**config.mk**
```make
export PLATFORM = sky130hd
export DESIGN_NAME = fp_round_unit
export DESIGN_NICKNAME = d
export VERILOG_FILES = /design/src/rtl/fp_round_pkg.sv /design/src/rtl/round_decide.sv /design/src/rtl/sig_incr.sv /design/src/rtl/exp_adjust.sv /design/src/rtl/fp_round_unit.sv
export SDC_FILE = /design/constraint.sdc
export NUM_CORES = 1
export LEC_CHECK = 0
export ABC_CLOCK_PERIOD_IN_PS = 6300
export CORE_ASPECT_RATIO = 1.1
export CORE_MARGIN = 1.5
export CORE_UTILIZATION = 45
export DETAILED_ROUTE_END_ITERATION = 10
export PLACE_DENSITY = 0.95
export SETUP_SLACK_MARGIN = 0.2
export SLEW_MARGIN = 20
export SYNTH_ARGS = -nofsm -noshare
export SYNTH_HDL_FRONTEND = slang
export SYNTH_SLANG_ARGS = --single-unit
```
**constraint.sdc**
```tcl
create_clock -name vclk -period 6.3
set_input_delay 1.26 -clock vclk [all_inputs]
set_output_delay 1.26 -clock vclk [all_outputs]
set_load 0.01 [all_outputs]
```
**src/rtl/fp_round_pkg.sv**
```systemverilog
package fp_round_pkg;

    typedef enum logic [1:0] {
        RM_NEAR = 2'b00,
        RM_ZERO = 2'b01,
        RM_UP   = 2'b10,
        RM_DOWN = 2'b11
    } rmode_e;

endpackage

```
**src/rtl/round_decide.sv**
```systemverilog
module round_decide
    import fp_round_pkg::*;
(
    input  rmode_e mode,
    input  logic   neg,
    input  logic   lsb,
    input  logic   g,
    input  logic   r,
    input  logic   s,
    output logic   bump,
    output logic   lost
);

    logic any_lost;

    always_comb begin
        any_lost = g | r | s;
        unique case (mode)
            RM_NEAR: bump = g & (r | s | lsb);
            RM_ZERO: bump = 1'b0;
            RM_UP:   bump = ~neg & any_lost;
            RM_DOWN: bump = neg & any_lost;
            default: bump = 1'b0;
        endcase
        lost = any_lost;
    end

endmodule

```
**src/rtl/sig_incr.sv**
```systemverilog
module sig_incr #(
    parameter int unsigned SIG_W = 53
) (
    input  logic [SIG_W-1:0] sig,
    input  logic             bump,
    output logic [SIG_W-1:0] sum,
    output logic             cout
);

    logic [SIG_W:0] wide;

    always_comb begin
        wide = {1'b0, sig} + {{SIG_W{1'b0}}, bump};
        sum  = wide[SIG_W-1:0];
        cout = wide[SIG_W];
    end

endmodule

```
**src/rtl/exp_adjust.sv**
```systemverilog
module exp_adjust #(
    parameter int unsigned EXP_W = 11,
    parameter int unsigned SIG_W = 53
) (
    input  logic [EXP_W-1:0] exp_in,
    input  logic [SIG_W-1:0] sum,
    input  logic             cout,
    output logic [EXP_W-1:0] exp_out,
    output logic [SIG_W-1:0] sig_out
);

    localparam logic [EXP_W-1:0] EXP_ALL1 = {EXP_W{1'b1}};
    localparam logic [EXP_W-1:0] EXP_ONE  = {{(EXP_W-1){1'b0}}, 1'b1};

    always_comb begin
        if (cout) begin
            sig_out = {1'b1, sum[SIG_W-1:1]};
            exp_out = exp_in + EXP_ONE;
        end else begin
            sig_out = sum;
            exp_out = exp_in;
            if (exp_in == '0 && sum[SIG_W-1])
                exp_out = EXP_ONE;
        end
        if (exp_out == EXP_ALL1)
            sig_out = '0;
    end

endmodule

```
**src/rtl/fp_round_unit.sv**
```systemverilog
module fp_round_unit
    import fp_round_pkg::*;
#(
    parameter int unsigned EXP_W = 11,
    parameter int unsigned SIG_W = 53
) (
    input  logic             sign_i,
    input  logic [EXP_W-1:0] exp_i,
    input  logic [SIG_W-1:0] sig_i,
    input  logic             guard_i,
    input  logic             round_i,
    input  logic             sticky_i,
    input  logic [1:0]       mode_i,
    output logic             sign_o,
    output logic [EXP_W-1:0] exp_o,
    output logic [SIG_W-1:0] sig_o,
    output logic             inexact_o
);

    localparam logic [EXP_W-1:0] EXP_ALL1 = {EXP_W{1'b1}};
    localparam logic [EXP_W-1:0] EXP_TOP  = EXP_ALL1 - {{(EXP_W-1){1'b0}}, 1'b1};
    localparam logic [EXP_W-1:0] EXP_ONE  = {{(EXP_W-1){1'b0}}, 1'b1};

    typedef struct packed {
        logic             sign;
        logic [EXP_W-1:0] exp;
        logic [SIG_W-1:0] sig;
        logic             inexact;
    } res_t;

    rmode_e           mode_sel;
    logic             bump;
    logic             lost;
    logic [SIG_W-1:0] inc_sum;
    logic             inc_cout;
    logic [EXP_W-1:0] adj_exp;
    logic [SIG_W-1:0] adj_sig;
    logic             at_max;
    res_t             res_d;

    assign mode_sel = rmode_e'(mode_i);

    round_decide u_decide (
        .mode (mode_sel),
        .neg  (sign_i),
        .lsb  (sig_i[0]),
        .g    (guard_i),
        .r    (round_i),
        .s    (sticky_i),
        .bump (bump),
        .lost (lost)
    );

    sig_incr #(.SIG_W(SIG_W)) u_incr (
        .sig  (sig_i),
        .bump (bump),
        .sum  (inc_sum),
        .cout (inc_cout)
    );

    exp_adjust #(.EXP_W(EXP_W), .SIG_W(SIG_W)) u_adjust (
        .exp_in  (exp_i),
        .sum     (inc_sum),
        .cout    (inc_cout),
        .exp_out (adj_exp),
        .sig_out (adj_sig)
    );

    always_comb begin
        at_max        = (exp_i == EXP_TOP) && (&sig_i);
        res_d.sign    = sign_i;
        res_d.exp     = adj_exp;
        res_d.sig     = adj_sig;
        res_d.inexact = lost;
        // largest finite magnitude under nearest: guard alone decides
        if (mode_sel == RM_NEAR && at_max) begin
            if (guard_i) begin
                res_d.exp = EXP_ALL1;
                res_d.sig = '0;
            end else begin
                res_d.exp = exp_i;
                res_d.sig = sig_i;
            end
        end
    end

    assign sign_o    = res_d.sign;
    assign exp_o     = res_d.exp;
    assign sig_o     = res_d.sig;
    assign inexact_o = res_d.inexact;

    always_comb begin

        no_bump_rtz_chk: assert (!(mode_sel == RM_ZERO && bump));

        tie_even_chk: assert (!(mode_sel == RM_NEAR && guard_i && !round_i && !sticky_i && !sig_i[0] && bump));

        inf_zero_sig_chk: assert (!(exp_o == EXP_ALL1 && sig_o != '0));

        carry_exp_chk: assert (!(inc_cout && exp_o != exp_i + EXP_ONE));

        up_neg_trunc_chk: assert (!(mode_sel == RM_UP && sign_i && bump));

        max_near_inf_chk: assert (!(mode_sel == RM_NEAR && at_max && guard_i && exp_o != EXP_ALL1));
    end

endmodule

```
# Word-level counts from Yosys, hierarchy flattened
# Cells that the tools add are included.
# word_totals
elab_cells,28
register_bits,0
output_inout_bits,66
in_bits,70
# op_classes
n_addsub,2
mux,7
n_eq_ne,5
reduce_logical,6
bitwise,8
# op_table
op,count
$mux 64,2
$mux 53,2
$add 53x1->54,1
$reduce_and 53->1,1
$eq 11x11->1 const B,2
$mux 11,2
$add 11x1->11 const B,1
$logic_not 11->1,1
$eq 2x2->1 const B,2
$or 1x1->1,4
$pmux 1 s4,1
$and 1x1->1,3
$logic_and 1x1->1,3
$eq 2x1->1 const B,1
$logic_not 2->1,1
$not 1->1,1

# Logic depth before layout (Yosys ltp)
# logic_depth
ltp_word,11
ltp_mapped,14
mapped_depth_nobuf,12

# By module
# A second synthesis with hierarchy kept.
# hier_totals
cells_unflattened,481
area_unflattened_um2,3530.9
# modules_own_cells
mod,area_per_inst_um2,seq_area_each_um2,instances,cells_per_inst
exp_adjust,1392.6,0.0,1,175
sig_incr,1291.2,0.0,1,193
fp_round_unit,807.0,0.0,1,106
round_decide,40.0,0.0,1,7

# Least setup slack after synthesis
# Ideal clock, no wire load.
# synth_path
kind,in2out
startpoint,input port mode_i[1]
endpoint,output port sig_o[33]
n_path_buf,1
stages,12
setup_slack_ps,1186
required_ps,5040
arrival_ps,3854
path_cell_list,nor2b_1 > mux2i_1 > o21ai_0 > a21oi_1 > ha_1 > nand4_2 > or4_4 > buf_6 > or4_1 > mux2i_1 > a211o_1 > o21ai_1
# synth_between
elab_chain_cells,9
elab_cells_between_ends,14
classes_between,add/sub: 1; eq/ne: 4; mux: 6; reduce/logical: 3
# synth_lines
item,line_no,rtl
from (decl),fp_round_unit.sv:13,"input logic [1:0] mode_i,"
"$eq 2x2->1, or another cell as far along",round_decide.sv:18,unique case (mode)
$pmux 1 s4,round_decide.sv:18,
$add 53x1->54,sig_incr.sv:13,"wide = {1'b0, sig} + {{SIG_W{1'b0}}, bump};"
$logic_and 1x1->1,exp_adjust.sv:22,if (exp_in == '0 && sum[SIG_W-1])
$mux 11,exp_adjust.sv:22,
$mux 11,exp_adjust.sv:16,if (cout) begin
$eq 11x11->1,exp_adjust.sv:25,if (exp_out == EXP_ALL1)
$mux 53,exp_adjust.sv:25,
$mux 64 *,fp_round_unit.sv:76,if (mode_sel == RM_NEAR && at_max) begin
to (decl),fp_round_unit.sv:16,"output logic [SIG_W-1:0] sig_o,"
# Mark *: on every way between the ends. The rest lies on a longest branch, timed or not.

# Worst setup path after layout
# layout_path
startpoint,input port sign_i
endpoint,output port sig_o[35]
# layout_between
elab_chain_cells,10
elab_cells_between_ends,12
classes_between,add/sub: 1; eq/ne: 1; mux: 6; bitwise: 3; reduce/logical: 1
# layout_lines
item,line_no,rtl
from (decl),fp_round_unit.sv:7,"input logic sign_i,"
$not 1->1,round_decide.sv:21,RM_UP: bump = ~neg & any_lost;
$and 1x1->1,round_decide.sv:21,
$pmux 1 s4 *,round_decide.sv:18,
$add 53x1->54 *,sig_incr.sv:13,
$logic_and 1x1->1,exp_adjust.sv:22,
$mux 11,exp_adjust.sv:22,
$mux 11,exp_adjust.sv:16,
$eq 11x11->1,exp_adjust.sv:25,
$mux 53 *,exp_adjust.sv:25,
$mux 64 *,fp_round_unit.sv:76,
# Marks and branches as above.

==> flow_summary.ini <==
[synth]
synthTopCellsByArea = xnor2_1 12%, nand2_1 9.6%, a21oi_2 6.8%
synth.distinct_cells = 53
syn-num-nets = 488
syn_area_sq_mm = 0.00259
ys_seq_area_frac = 0
yosysWarnings = 0
synth_top_cell_area_share = 0.119
yosysTopAreaCell = xnor2_1
synth_cells = 413
synth.avg_cell_area_sq_um = 6.26

[drt]
first_pass_iters = 5
drc_errors = 0
drt-initial-drc-count = 223
ant_nets = 0
wl_mm = 10.3
avgViaCountPerCell = 5.97
routed-via-count = 3756
wl_per_cell_um = 16.3

[layout]
nets = 631
ff_latch_area_sq_um = 0
layout_common_cells = 106 x clkdlybuf4s50_1, 66 x nand2_1, 34 x xnor2_1
drive_above_1_share = 0.143
fin_util = 0.792
diodes = 0
seq_cells = 0
clkbuf_count = 0
layout_commonest_cell = clkdlybuf4s50_1
syn_to_final_growth_pct = 67.4

[global_route]
grt_pass1_vias = 3345
grt_start_max_net_pins = 34
grt-busiest-layer = met2
grt_use_total = 0.309
grt_overflow = 0
use_met3 = 0.0231
grt_pass1_wl_mm = 15.5
grt_use_met2 = 0.549
antenna_found_initial = 0
grt_use_met1 = 0.389

[critical_path]
arrival_ps = 4760
crit_family = buffers and inverters
path_class = primary input to output port
start_kind = primary input
critPathMaxStageDelay_ps = 610
cp_max_fo = 7
cp_data_required_time_ps = 5040
path_common_cell = buf_4
end_kind = output port
path_cells = clkdlybuf4s50_1, mux2i_1, o21ai_0, a21oi_1, ha_2, nand4_2, or4_4, buf_4, nor4_4, a21oi_4, o41ai_4, buf_4, buf_4, a21oi_2, clkdlybuf4s50_1
crit_buf_inv = 5
cp_slowest_cell = or4_4

[die]
core_area_sq_mm = 0.00547
design.die.area_sq_mm = 0.00621
die_w_um = 75.3
start_util = 0.473
fp-row-count = 28
die_y_um = 82.5
num_io_pins = 136

[timing]
setup-violations-final = 0
slew_headroom = 0.628
period_share = 0.956
tightest_slew_ps = 553
min_period_ps = 6020
hold_viol_final = 0
setup_tns_ps = 0
fmax_mhz = 166
slew_viol_final = 0
rsz0062_at_grt = yes

[placement]
gp_congestion = 0.934
io_buffers = 136
hpwlAfterDp_mm = 7.88

[hold_path]
hold_class = primary input to output port

[pwr]
power_mw = 0.203
power.density_mw_per_mm2 = 46.9
p_leak_nw = 1.89
peakVddDrop_mv = 0.0298

[clock_tree]
postCtsHoldBufs = 0

[outcome]
outcome = finished clean

[run]
drv_cap = 0
[stage by stage]
stage / hold WS [ps] / instance area [sq um] / instances / setup WS (ps)
2_1_floorplan: 2610 / 2590 / 413 / 1190
3_3_place_gp: 3450 / 4060 / 617 / 163
3_5_place_dp: 3460 / 4060 / 617 / 55.1
4_1_cts: 3460 / 4140 / 620 / 202
5_1_grt: 3420 / 4330 / 629 / 87.4
6_report: 3360 / 4330 / 629 / 279
[final cells by class]
type                       count  area [sq um]
multi-input combinational    375          2500
timing repair buffer         166          1680
fill                         410          1140
tap                           75          93.8
inverter                      13          48.8
[kinds of logic (layout without fill, tap and decap cells)]
| group | count (synthesis) | after routing | synth area share |
|---|---|---|---|
| AO/OA/AOI/OAI | 89 | 89 | 0.239 |
| XOR/XNOR | 53 | 53 | 0.179 |
| adder cells (fa/ha/maj) | 5 | 5 | 0.0242 |
| buffers and inverters | 38 | 179 | 0.0755 |
| multiplexers | 6 | 6 | 0.0232 |
| AND/OR/NAND/NOR | 222 | 222 | 0.459 |
[synthesized netlist by cell type (4+ instances only)]
library cell   n
a211o_1        7
a21oi_1        8
a21oi_2       20
and3_1         6
and4_1         9
buf_6          6
clkbuf_1      14
ha_1           5
inv_1         13
mux2i_1        6
nand2_1       66
nand3_1       33
nand4_1       12
nand4b_1       4
nor2_1        30
nor3_1        17
nor4_1        15
o21ai_0        7
o21ai_1       25
o21ai_2        5
or4_1          7
xnor2_1       35
xor2_1        18
[routing by layer]
metal,up-vias,wire (um)
met1,1680,3950
met3,46,824
met2,231,5130
met4,0,373
li1,1799,-
met5,-,0
[worst paths after layout]
kind | from | to | slack (ps) | cells after the start
max | sign_i | sig_o[35] | 280 | 15
min | sig_i[4] | sig_o[4] | 3360 | 5
[power by group]
part           leakage (nW)  total (mW)  switching [mW]  internal (mW)
combinational          1.89       0.203          0.0918          0.111
clock                     0           0               0              0
sequential                0           0               0              0
[timing repair]
action | CTS | global route
buffers inserted | 2 | 9
pin swaps | 3 | 6
cloned | 1 | 0
gates resized for setup | 16 | 37
endpoints found under the setup margin | 53 | 54
(Power assumes the default switching activity.)
